[config.mk]
export PLATFORM = sky130hd
export DESIGN_NAME = mains_clock_chain
export DESIGN_NICKNAME = d
export VERILOG_FILES = /design/src/rtl/tod_chain_pkg.sv /design/src/rtl/tod_line_edge.sv /design/src/rtl/tod_ripple_stage.sv /design/src/rtl/tod_hour_counter.sv /design/src/rtl/mains_clock_chain.sv
export SDC_FILE = /design/constraint.sdc
export NUM_CORES = 1
export LEC_CHECK = 0
export ABC_CLOCK_PERIOD_IN_PS = 2300
export BUFFER_PORTS_ARGS = -buffer_cell sky130_fd_sc_hd__buf_2
export CAP_MARGIN = 25
export CELL_PAD_IN_SITES_DETAIL_PLACEMENT = 1
export CELL_PAD_IN_SITES_GLOBAL_PLACEMENT = 2
export CORE_UTILIZATION = 39
export CTS_BUF_LIST = sky130_fd_sc_hd__clkbuf_8
export DETAILED_ROUTE_END_ITERATION = 12
export GPL_TIMING_DRIVEN = 0
export HOLD_SLACK_MARGIN = 0.08
export PLACE_DENSITY = 0.95
export SLEW_MARGIN = 10
export SYNTH_ARGS = -nofsm -noshare
export SYNTH_HDL_FRONTEND = slang
export SYNTH_SLANG_ARGS = --single-unit
[constraint.sdc]
create_clock -name clk -period 2.3 [get_ports clk]
set_input_delay 0 -clock clk [delete_from_list [all_inputs] [get_ports clk]]
set_output_delay 0 -clock clk [all_outputs]
set_load 0.1 [all_outputs]
[src/rtl/tod_chain_pkg.sv]
package tod_chain_pkg;

    // Mains frequency choice; it selects the modulus of the first prescaler stage.
    typedef enum logic {
        RATE_50HZ = 1'b0,
        RATE_60HZ = 1'b1
    } line_rate_e;

    // The first prescaler stage holds values 0..5, so three bits are enough for both rates.
    localparam int FIRST_STAGE_W = 3;

    // Hours kept as two BCD digits: tens 0..2, units 0..9.
    typedef struct packed {
        logic [1:0] tens;
        logic [3:0] units;
    } hour_bcd_t;

    // Width of a counter stage that holds the values 0..modulus-1.
    function automatic int digit_width(input int modulus);
        return (modulus < 3) ? 1 : $clog2(modulus);
    endfunction

    // Last value of the first prescaler stage before it wraps (4 gives /5, 5 gives /6).
    function automatic logic [FIRST_STAGE_W-1:0] first_stage_last(input line_rate_e rate);
        return (rate == RATE_60HZ) ? 3'd5 : 3'd4;
    endfunction

endpackage

[src/rtl/tod_line_edge.sv]
module tod_line_edge (
    input  logic clk,
    input  logic rst,
    input  logic line_in,
    output logic level_q,
    output logic fall
);

    // Line level as seen at the last clock edge.
    always_ff @(posedge clk) begin
        if (rst) begin
            level_q <= 1'b0;
        end else begin
            level_q <= line_in;
        end
    end

    // High for one cycle when the line is low now and was high at the last edge.
    assign fall = level_q & ~line_in;

endmodule

[src/rtl/tod_ripple_stage.sv]
module tod_ripple_stage #(
    parameter int W = 4
) (
    input  logic         clk,
    input  logic         rst,
    input  logic         tick,
    input  logic [W-1:0] last,
    output logic [W-1:0] count,
    output logic         carry
);

    localparam int TOP = W - 1;

    logic top_q;

    always_ff @(posedge clk) begin
        if (rst) begin
            count <= '0;
            top_q <= 1'b0;
        end else begin
            top_q <= count[TOP];
            if (tick) begin
                // When the count would pass the terminal value it is forced back to zero.
                if (count >= last) begin
                    count <= '0;
                end else begin
                    count <= count + 1'b1;
                end
            end
        end
    end

    // The carry is taken from the top bit alone. That bit is high through the upper
    // part of the count and falls only at the forced wrap, so no lower-bit activity reaches it.
    assign carry = top_q & ~count[TOP];

endmodule

[src/rtl/tod_hour_counter.sv]
module tod_hour_counter
    import tod_chain_pkg::*;
(
    input  logic      clk,
    input  logic      rst,
    input  logic      tick,
    output hour_bcd_t hours
);

    hour_bcd_t hours_next;

    always_comb begin
        hours_next = hours;
        if (hours.tens == 2'd2 && hours.units == 4'd3) begin
            hours_next = '0;
        end else if (hours.units == 4'd9) begin
            hours_next.units = 4'd0;
            hours_next.tens  = hours.tens + 2'd1;
        end else begin
            hours_next.units = hours.units + 4'd1;
        end
    end

    always_ff @(posedge clk) begin
        if (rst) begin
            hours <= '0;
        end else if (tick) begin
            hours <= hours_next;
        end
    end

endmodule

[src/rtl/mains_clock_chain.sv]
module mains_clock_chain
    import tod_chain_pkg::*;
#(
    parameter int PRE_DECADE = 10,
    parameter int UNITS_MOD  = 10,
    parameter int TENS_MOD   = 6
) (
    input  logic                                 clk,
    input  logic                                 rst,
    input  logic                                 line_pulse,
    input  logic                                 rate_sel,
    output logic                                 pps,
    output logic [digit_width(UNITS_MOD)-1:0]    sec_units,
    output logic [digit_width(TENS_MOD)-1:0]     sec_tens,
    output logic [digit_width(UNITS_MOD)-1:0]    min_units,
    output logic [digit_width(TENS_MOD)-1:0]     min_tens,
    output logic [3:0]                           hr_units,
    output logic [1:0]                           hr_tens,
    output logic                                 half_mark
);

    localparam int PB_W    = digit_width(PRE_DECADE);
    localparam int UW      = digit_width(UNITS_MOD);
    localparam int TW      = digit_width(TENS_MOD);
    localparam int GROUPS  = 2;               // seconds, minutes
    localparam int HALF_T  = TENS_MOD / 2;    // tens value of the half-minute mark

    localparam logic [PB_W-1:0] PB_LAST   = PB_W'(PRE_DECADE - 1);
    localparam logic [UW-1:0]   UNIT_LAST = UW'(UNITS_MOD - 1);
    localparam logic [TW-1:0]   TENS_LAST = TW'(TENS_MOD - 1);
    localparam logic [TW-1:0]   HALF_TENS = TW'(HALF_T);

    // Line edge detection
    logic line_q;
    logic line_fall;

    tod_line_edge u_edge (
        .clk     (clk),
        .rst     (rst),
        .line_in (line_pulse),
        .level_q (line_q),
        .fall    (line_fall)
    );

    // Prescaler: /5 or /6, then /PRE_DECADE
    logic [FIRST_STAGE_W-1:0] pre_a_cnt;
    logic                     pre_a_carry;
    logic [PB_W-1:0]          pre_b_cnt;
    logic                     pre_b_carry;

    tod_ripple_stage #(.W(FIRST_STAGE_W)) u_pre_a (
        .clk   (clk),
        .rst   (rst),
        .tick  (line_fall),
        .last  (first_stage_last(line_rate_e'(rate_sel))),
        .count (pre_a_cnt),
        .carry (pre_a_carry)
    );

    tod_ripple_stage #(.W(PB_W)) u_pre_b (
        .clk   (clk),
        .rst   (rst),
        .tick  (pre_a_carry),
        .last  (PB_LAST),
        .count (pre_b_cnt),
        .carry (pre_b_carry)
    );

    // Seconds and minutes groups: units stage then tens stage
    logic [GROUPS:0]   group_tick;
    logic [UW-1:0]     unit_cnt  [GROUPS];
    logic [TW-1:0]     tens_cnt  [GROUPS];
    logic [GROUPS-1:0] unit_carry;

    assign group_tick[0] = pre_b_carry;

    for (genvar g = 0; g < GROUPS; g++) begin : g_group
        tod_ripple_stage #(.W(UW)) u_units (
            .clk   (clk),
            .rst   (rst),
            .tick  (group_tick[g]),
            .last  (UNIT_LAST),
            .count (unit_cnt[g]),
            .carry (unit_carry[g])
        );

        tod_ripple_stage #(.W(TW)) u_tens (
            .clk   (clk),
            .rst   (rst),
            .tick  (unit_carry[g]),
            .last  (TENS_LAST),
            .count (tens_cnt[g]),
            .carry (group_tick[g+1])
        );
    end

    // Hours
    hour_bcd_t hours;

    tod_hour_counter u_hours (
        .clk   (clk),
        .rst   (rst),
        .tick  (group_tick[GROUPS]),
        .hours (hours)
    );

    // Outputs
    assign pps       = pre_b_carry;
    assign sec_units = unit_cnt[0];
    assign sec_tens  = tens_cnt[0];
    assign min_units = unit_cnt[1];
    assign min_tens  = tens_cnt[1];
    assign hr_units  = hours.units;
    assign hr_tens   = hours.tens;

    // Intermediate decode: enabled only while the registered line level is high.
    // The count changes only after a fall, so by then the chain has settled.
    assign half_mark = line_q && (unit_cnt[0] == '0) && (tens_cnt[0] == HALF_TENS);

endmodule

==> results of run 1 <==
==> worst max-delay path by stage <==
stage,start,to,slack [ns],cells after the start
floorplan,g_group[0].u_units.count[1],g_group[0].u_units.count[3],0.15,5
finish,g_group[0].u_tens.count[0],half_mark,0.54,5
global placement,u_hours.hours[0],u_hours.hours[4],0.88,4
global route,g_group[0].u_tens.count[0],half_mark,0.41,5
CTS,g_group[0].u_tens.count[0],half_mark,0.52,5
detailed placement,u_pre_a.count[0],u_pre_a.count[0],0.78,5
==> metal layers <==
layer	GRT usage	vias to the layer above
met4	0.0755	0
met3	0.0517	8
li1	-	671
met1	0.212	681
met2	0.343	25
met5	0	-
==> final cells by class <==
cell class	count	area [µm²]	share of cell area
Inverter	13	48.8	0.0245
Sequential cell	34	681	0.342
Multi-Input combinational cell	125	963	0.484
Clock buffer	6	82.6	0.0415
Timing Repair Buffer	25	130	0.0654
Tap cell	50	62.6	0.0314
Buffer	5	21.3	0.0107
==> cells by family (layout without fill, tap and decap cells) <==
family / Yosys count / in the layout
AND/OR/NAND/NOR: 65 / 65
multiplexers: 5 / 5
adder cells (fa/ha/maj): 19 / 19
XOR/XNOR: 8 / 8
buffers and inverters: 18 / 49
AO/OA/AOI/OAI: 28 / 28
flip-flops: 34 / 34
==> sequential cells by signal (all words and copies together), names as in the netlist <==
signal,flops
g_group.u_tens.count,6
g_group.u_tens.top_q,2
g_group.u_units.count,8
g_group.u_units.top_q,2
u_edge.level_q,1
u_hours.hours,6
u_pre_a.count,3
u_pre_a.top_q,1
u_pre_b.count,4
u_pre_b.top_q,1
==> through the flow <==
step	area, µm²	hold WS (ns)	total power, mW	std cells	setup slack [ns]
6_report	1990	0.111	1.11	258	0.540
5_1_grt	1990	0.154	1.15	258	0.406
4_1_cts	1990	0.111	1.12	258	0.519
3_5_place_dp	1900	0.263	0.677	251	0.784
3_3_place_gp	1900	0.238	0.671	251	0.880
2_1_floorplan	1710	0.128	0.660	177	0.152
==> cell usage in the layout (no fill, tap or decap), types with 3 or more instances in the layout <==
cell / instances
or3b_1: 5
or3_1: 7
nand2_1: 6
xor2_1: 4
mux2i_1: 5
nand3b_1: 5
nand2b_1: 4
a21oi_1: 8
a41oi_1: 4
inv_1: 13
xnor2_1: 4
clkbuf_8: 6
ha_1: 19
o21ai_0: 4
nor2_1: 16
clkbuf_1: 3
dfxtp_1: 34
a31o_2: 4
buf_2: 26
nor2b_1: 11
==> timing repair <==
action	4_1_cts	5_1_grt
endpoints found under the hold margin	1	0
resized for setup	0	0
hold buffers	1	0
==> worst min-delay path, stage by stage <==
cell and delay [ns]:
buf_2 0.17, nand2b_1 0.12, mux2i_1 0.06
==> power by group through the flow <==
stage | clock network [mW] | registers [mW] | logic [mW]
6_report | 0.441 | 0.600 | 0.0637
5_1_grt | 0.476 | 0.601 | 0.0689
4_1_cts | 0.456 | 0.600 | 0.0645
3_5_place_dp | 0 | 0.614 | 0.0633
3_3_place_gp | 0 | 0.613 | 0.0583
2_1_floorplan | 0 | 0.633 | 0.0269
==> metrics, run 1 <==
sequential cell area fraction in the yosys report 0.399; FF-to-FF setup slack 0.77 ns; Sw Pwr 0.260 mW; Area growth syn-to-layout 16.6%; number of synthesized flops with an enable pin 0; min-delay worst type in -> reg; Setup Crit Path Kind reg -> out; post-synthesis xor/xnor area fraction 0.0411; routed wl met2 1910 µm; Worst Path Max Fanout 6; CTS Buf Count 5; WP buf/inv 1; via count of the routed design 1385; CP max stage delay 0.43 ns; Worst-Skew Late Latency 0.28 ns; mux cell area share after synthesis 0.0293; R2R Path End u_pre_a.count[0]; # port buffers 24; HP Start rst; Die ar. 4640 µm²; H-tree depth 2; grt ovf 0; WHS Path Cells 3; die height 68.2 µm; Initial Util 0.418; clk slew on worst S/H paths 0.07 ns; synth top area cells dfxtp_1, ha_1, nor2b_1; fin nets 232; Tcrit/Tclk final 0.765; Req. time, crit path 2.30 ns; Post-synth top flop dfxtp_1; Fin Setup TNS 0 ns; largest net degree at the start of global routing 11; Util after Layout 0.487; count leader, synth dfxtp_1; max cap viols 0; Worst path top cell family by delay buffers and inverters; unrepaired setup endpoints after global routing false; Mapped Cells 177; post-synth cell types 33; clock sink count 34; YS warnings 0; HPWL Detailed 2860 µm; Routed Antenna Nets 0; final hold viol count 0; complex-gate fraction of the synthesized area 0.119; Leak 0.821 nW; setup bufs post-CTS 0; wire per inst 14.9 µm; most used cell, CP ha_1; CTS tree done; Peak VDD IR 0.000258 V; GPL Wtd Cong 0.700; number of synthesized register bits 34; synthesized area 1710 µm²; Filler cells 471; simple-gate share of the synthesized area 0.232; syn avg cell area 9.64 µm²; drt first pass iters 4; Comb power frac 0.058; Async S/R FF share, synth 0; Final Max Slew Viols 0; ant diodes 0; met3 wire length 134 µm; worst-margin pin slew 0.553 ns; drt total wl 3850 µm; Post-Syn Nets 200; vias per cell 5.37; CP max-delay cell buf_2; max layer used met4; first-pass GRT wire length 6510 µm; Max-slew headroom 0.631; power per cell area 555 nW/µm²; Tmin final 1.76 ns; wl on met1 1740 µm; layout cells sized above 1 0.192; status finished, final reports clean; drt drc 0; largest family of logic cells by synthesized area simple AND/OR/NAND/NOR gates; Final Skew 0.00574 ns; post-synth top area cell dfxtp_1; Die X 68.2 µm; initial antenna violation count 0; top post-synthesis cells by count dfxtp_1, ha_1, nor2_1; Sw Share 0.236; crit path DAT 1.76 ns; clock group share of total power 0.399; top-area cell type share of the netlist area 0.399; Root Buffer clkbuf_8; Global Route Usage Sum 0.192; cell chain of the critical path ha_1 -> ha_1 -> nand4b_1 -> nor2_4 -> buf_2; Startpoint Class register; DR iter-0 viols 38; Max Freq 0.568 GHz; Seq pwr share 0.543; post-synthesis adder-cell area fraction 0.139; worst r2r src u_pre_a.count[0]; Setup violations, final 0; core area 4090 µm²; P_int 0.845 mW; vias in the first global route 1455; Rows 23; io pins 26; Clock Path Buffers 2; critical path capture point type primary output; Worst Hold End u_hours.hours[4]; FF-to-FF path depth 5
Note: power is estimated with default switching activity, not from simulation.
==> run 2, diff against run 1 <==
--- a/config.mk
+++ b/config.mk
@@ -5,17 +5,18 @@
 export SDC_FILE = /design/constraint.sdc
 export NUM_CORES = 1
 export LEC_CHECK = 0
-export ABC_CLOCK_PERIOD_IN_PS = 2300
+export ABC_AREA = 1
+export ABC_CLOCK_PERIOD_IN_PS = 1800
 export BUFFER_PORTS_ARGS = -buffer_cell sky130_fd_sc_hd__buf_2
 export CAP_MARGIN = 25
 export CELL_PAD_IN_SITES_DETAIL_PLACEMENT = 1
 export CELL_PAD_IN_SITES_GLOBAL_PLACEMENT = 2
-export CORE_UTILIZATION = 39
+export CORE_UTILIZATION = 34
 export CTS_BUF_LIST = sky130_fd_sc_hd__clkbuf_8
 export DETAILED_ROUTE_END_ITERATION = 12
 export GPL_TIMING_DRIVEN = 0
 export HOLD_SLACK_MARGIN = 0.08
-export PLACE_DENSITY = 0.95
+export PLACE_DENSITY = 0.92
 export SLEW_MARGIN = 10
 export SYNTH_ARGS = -nofsm -noshare
 export SYNTH_HDL_FRONTEND = slang
==> constraint.sdc (replaced) <==
create_clock -name clk -period 1.8 [get_ports clk]
set_input_delay 0 -clock clk [delete_from_list [all_inputs] [get_ports clk]]
set_output_delay 0 -clock clk [all_outputs]
set_load 0.1 [all_outputs]
==> metrics, run 2 <==
status finished, final reports clean; Sw Share 0.215; post-synth cell types 23; crit path DAT 1.63 ns; Fin Setup TNS 0 ns; Sw Pwr 0.281 mW; die height 71.5 µm; Max-slew headroom 0.676; vias in the first global route 1270; min-delay worst type in -> reg; top-area cell type share of the netlist area 0.414; Final Skew 0.00312 ns; Worst-Skew Late Latency 0.28 ns; post-synth top area cell dfxtp_1; syn avg cell area 7.94 µm²; cts repair resizes 0; placed insts 283; footprint of the multi-input gates 842 µm²; unrepaired setup endpoints after global routing false; final hold viol count 0; Root Buffer clkbuf_8; cell chain of the critical path ha_1 -> ha_1 -> nand3_1 -> nor3_4 -> buf_2; core area 4500 µm²; Max Freq 0.615 GHz; fin nets 264; Comb power frac 0.033; Async S/R FF share, synth 0; top post-synthesis cells by count nand2_1, dfxtp_1, nor2_1; Clock Path Buffers 2; Tmin final 1.63 ns; CTS Buf Count 5; clock group share of total power 0.387; H-tree depth 2; CP max-delay cell buf_2; via count of the routed design 1349; first-pass GRT wire length 5490 µm; Final Max Slew Viols 0; most used cell, CP ha_1; Routed Antenna Nets 0; Rows 24; Area growth syn-to-layout 19.1%; Die ar. 5110 µm²; Global Route Usage Sum 0.135; Die X 71.5 µm; GPL Wtd Cong 0.745; power per cell area 668 nW/µm²; critical path capture point type primary output; number of synthesized flops with an enable pin 0; P_int 1.03 mW; Largest regs g_group.u_units.count x8, g_group.u_tens.count x6, u_hours.hours x6; Post-synth top flop dfxtp_1; synth top area cells dfxtp_1, ha_1, nand2_1; largest net degree at the start of global routing 11; total chip power 1.31 mW; layout cells sized above 1 0.212; Worst Path Max Fanout 5; Initial Util 0.365; Req. time, crit path 1.80 ns; Filler cells 568; FF+latch area 692 µm²; grt ovf 0; clk slew on worst S/H paths 0.06 ns; clock sink count 34; max cap viols 0; Startpoint Class register; drt first pass iters 4; CP max stage delay 0.44 ns; wire per inst 10.8 µm; Biggest register g_group.u_units.count; sequential cell area fraction in the yosys report 0.414; commonest non-fill, non-tap cell in the layout nand2_1; Tcrit/Tclk final 0.903; CTS tree done; initial antenna violation count 0; count of hold-fix buffers inserted at cts 3; drt total wl 3160 µm; drt drc 0; count leader, synth nand2_1; Post-Syn Nets 230; setup bufs post-CTS 0; Setup Crit Path Kind reg -> out; synthesized area 1640 µm²; Peak VDD IR 0.000394 V; HPWL Detailed 2400 µm; Setup violations, final 0; fin cells 293; number of synthesized register bits 34; most frequent cells in the layout nand2_1, inv_1, nor2_1; Seq pwr share 0.579; ant diodes 0; Leak 0.925 nW; io pins 26; DR iter-0 viols 18; Mapped Cells 207; # port buffers 24; YS warnings 0; vias per cell 4.60; max reg flops 8; worst-margin pin slew 0.489 ns
## run 2: cell count changes after synthesis, sizes merged, moves of 4 or more
cell,change
nand2,+38
inv,+17
nor2,+13
o21ai,+12
nor2b,-11
or3,-7
nand2b,-6
mux2i,-5
or3b,-5
a31o,-4
a41oi,-4
nand3b,-4
## run 2: worst max-delay path: cells and delay by family, from the launching register on
family / cells / cell delay [ns]
adders and majority gates: 2 / 0.31
and+or+nand+nor: 2 / 0.23
DFF: 1 / 0.37
buffers and inverters: 1 / 0.44
## run 2: cells by family (layout without fill, tap and decap cells)
family,count (synthesis),after routing,share of synthesized area
AO/OA/AOI/OAI,27,27,0.0906
XOR/XNOR,9,9,0.0480
adder cells (fa/ha/maj),19,19,0.145
buffers and inverters,31,65,0.0800
flip-flops,34,34,0.414
AND/OR/NAND/NOR,87,87,0.222
## run 2: metal layers
metal / part of all wire / global-route usage
met5: 0 / 0
met3: 0.035 / 0.0380
met4: 0.0047 / 0.0327
met2: 0.46 / 0.220
met1: 0.50 / 0.177
## run 2: final cells by class
class / instances / share of cell area
clock inverter: 2 / 0.00384
inverter: 30 / 0.0614
tap: 52 / 0.0332
buffer: 1 / 0.00575
multi-input combinational: 142 / 0.430
sequential: 34 / 0.354
timing repair buffer: 27 / 0.0767
clock buffer: 5 / 0.0352
## run 2: power by group through the flow
| stage | clock (mW) | combinational, mW | sequential, mW |
|---|---|---|---|
| after global routing | 0.562 | 0.0506 | 0.757 |
| after CTS | 0.524 | 0.0449 | 0.758 |
| after detailed placement | 0 | 0.0392 | 0.775 |
| after global placement | 0 | 0.0391 | 0.775 |
| after floorplan | 0 | 0.0273 | 0.774 |
| final | 0.506 | 0.0437 | 0.758 |
## run 2: final timing paths
path              depth (start not counted)                        start                  endpoint  slack [ns]
setup / recovery                          5   g_group[0].u_tens.count[0]                 half_mark        0.17
hold reg to reg                           2  g_group[1].u_units.count[3]  g_group[1].u_units.top_q        0.48
hold / removal                            6                     rate_sel          u_pre_a.count[1]        0.42
setup reg to reg                          5             u_pre_a.count[0]          u_pre_a.count[2]        0.48
## run 2: stage by stage
stage | area [µm²] | worst slack (ns) | hold WS [ns] | util
3_5_place_dp | 1850 | 0.441 | 0.230 | 0.411
6_report | 1960 | 0.175 | 0.417 | 0.434
5_1_grt | 1960 | 0.107 | 0.436 | 0.434
2_1_floorplan | 1670 | -0.0926 | 0.125 | -
4_1_cts | 1960 | 0.135 | 0.417 | 0.434
3_3_place_gp | 1850 | 0.447 | 0.232 | 0.411
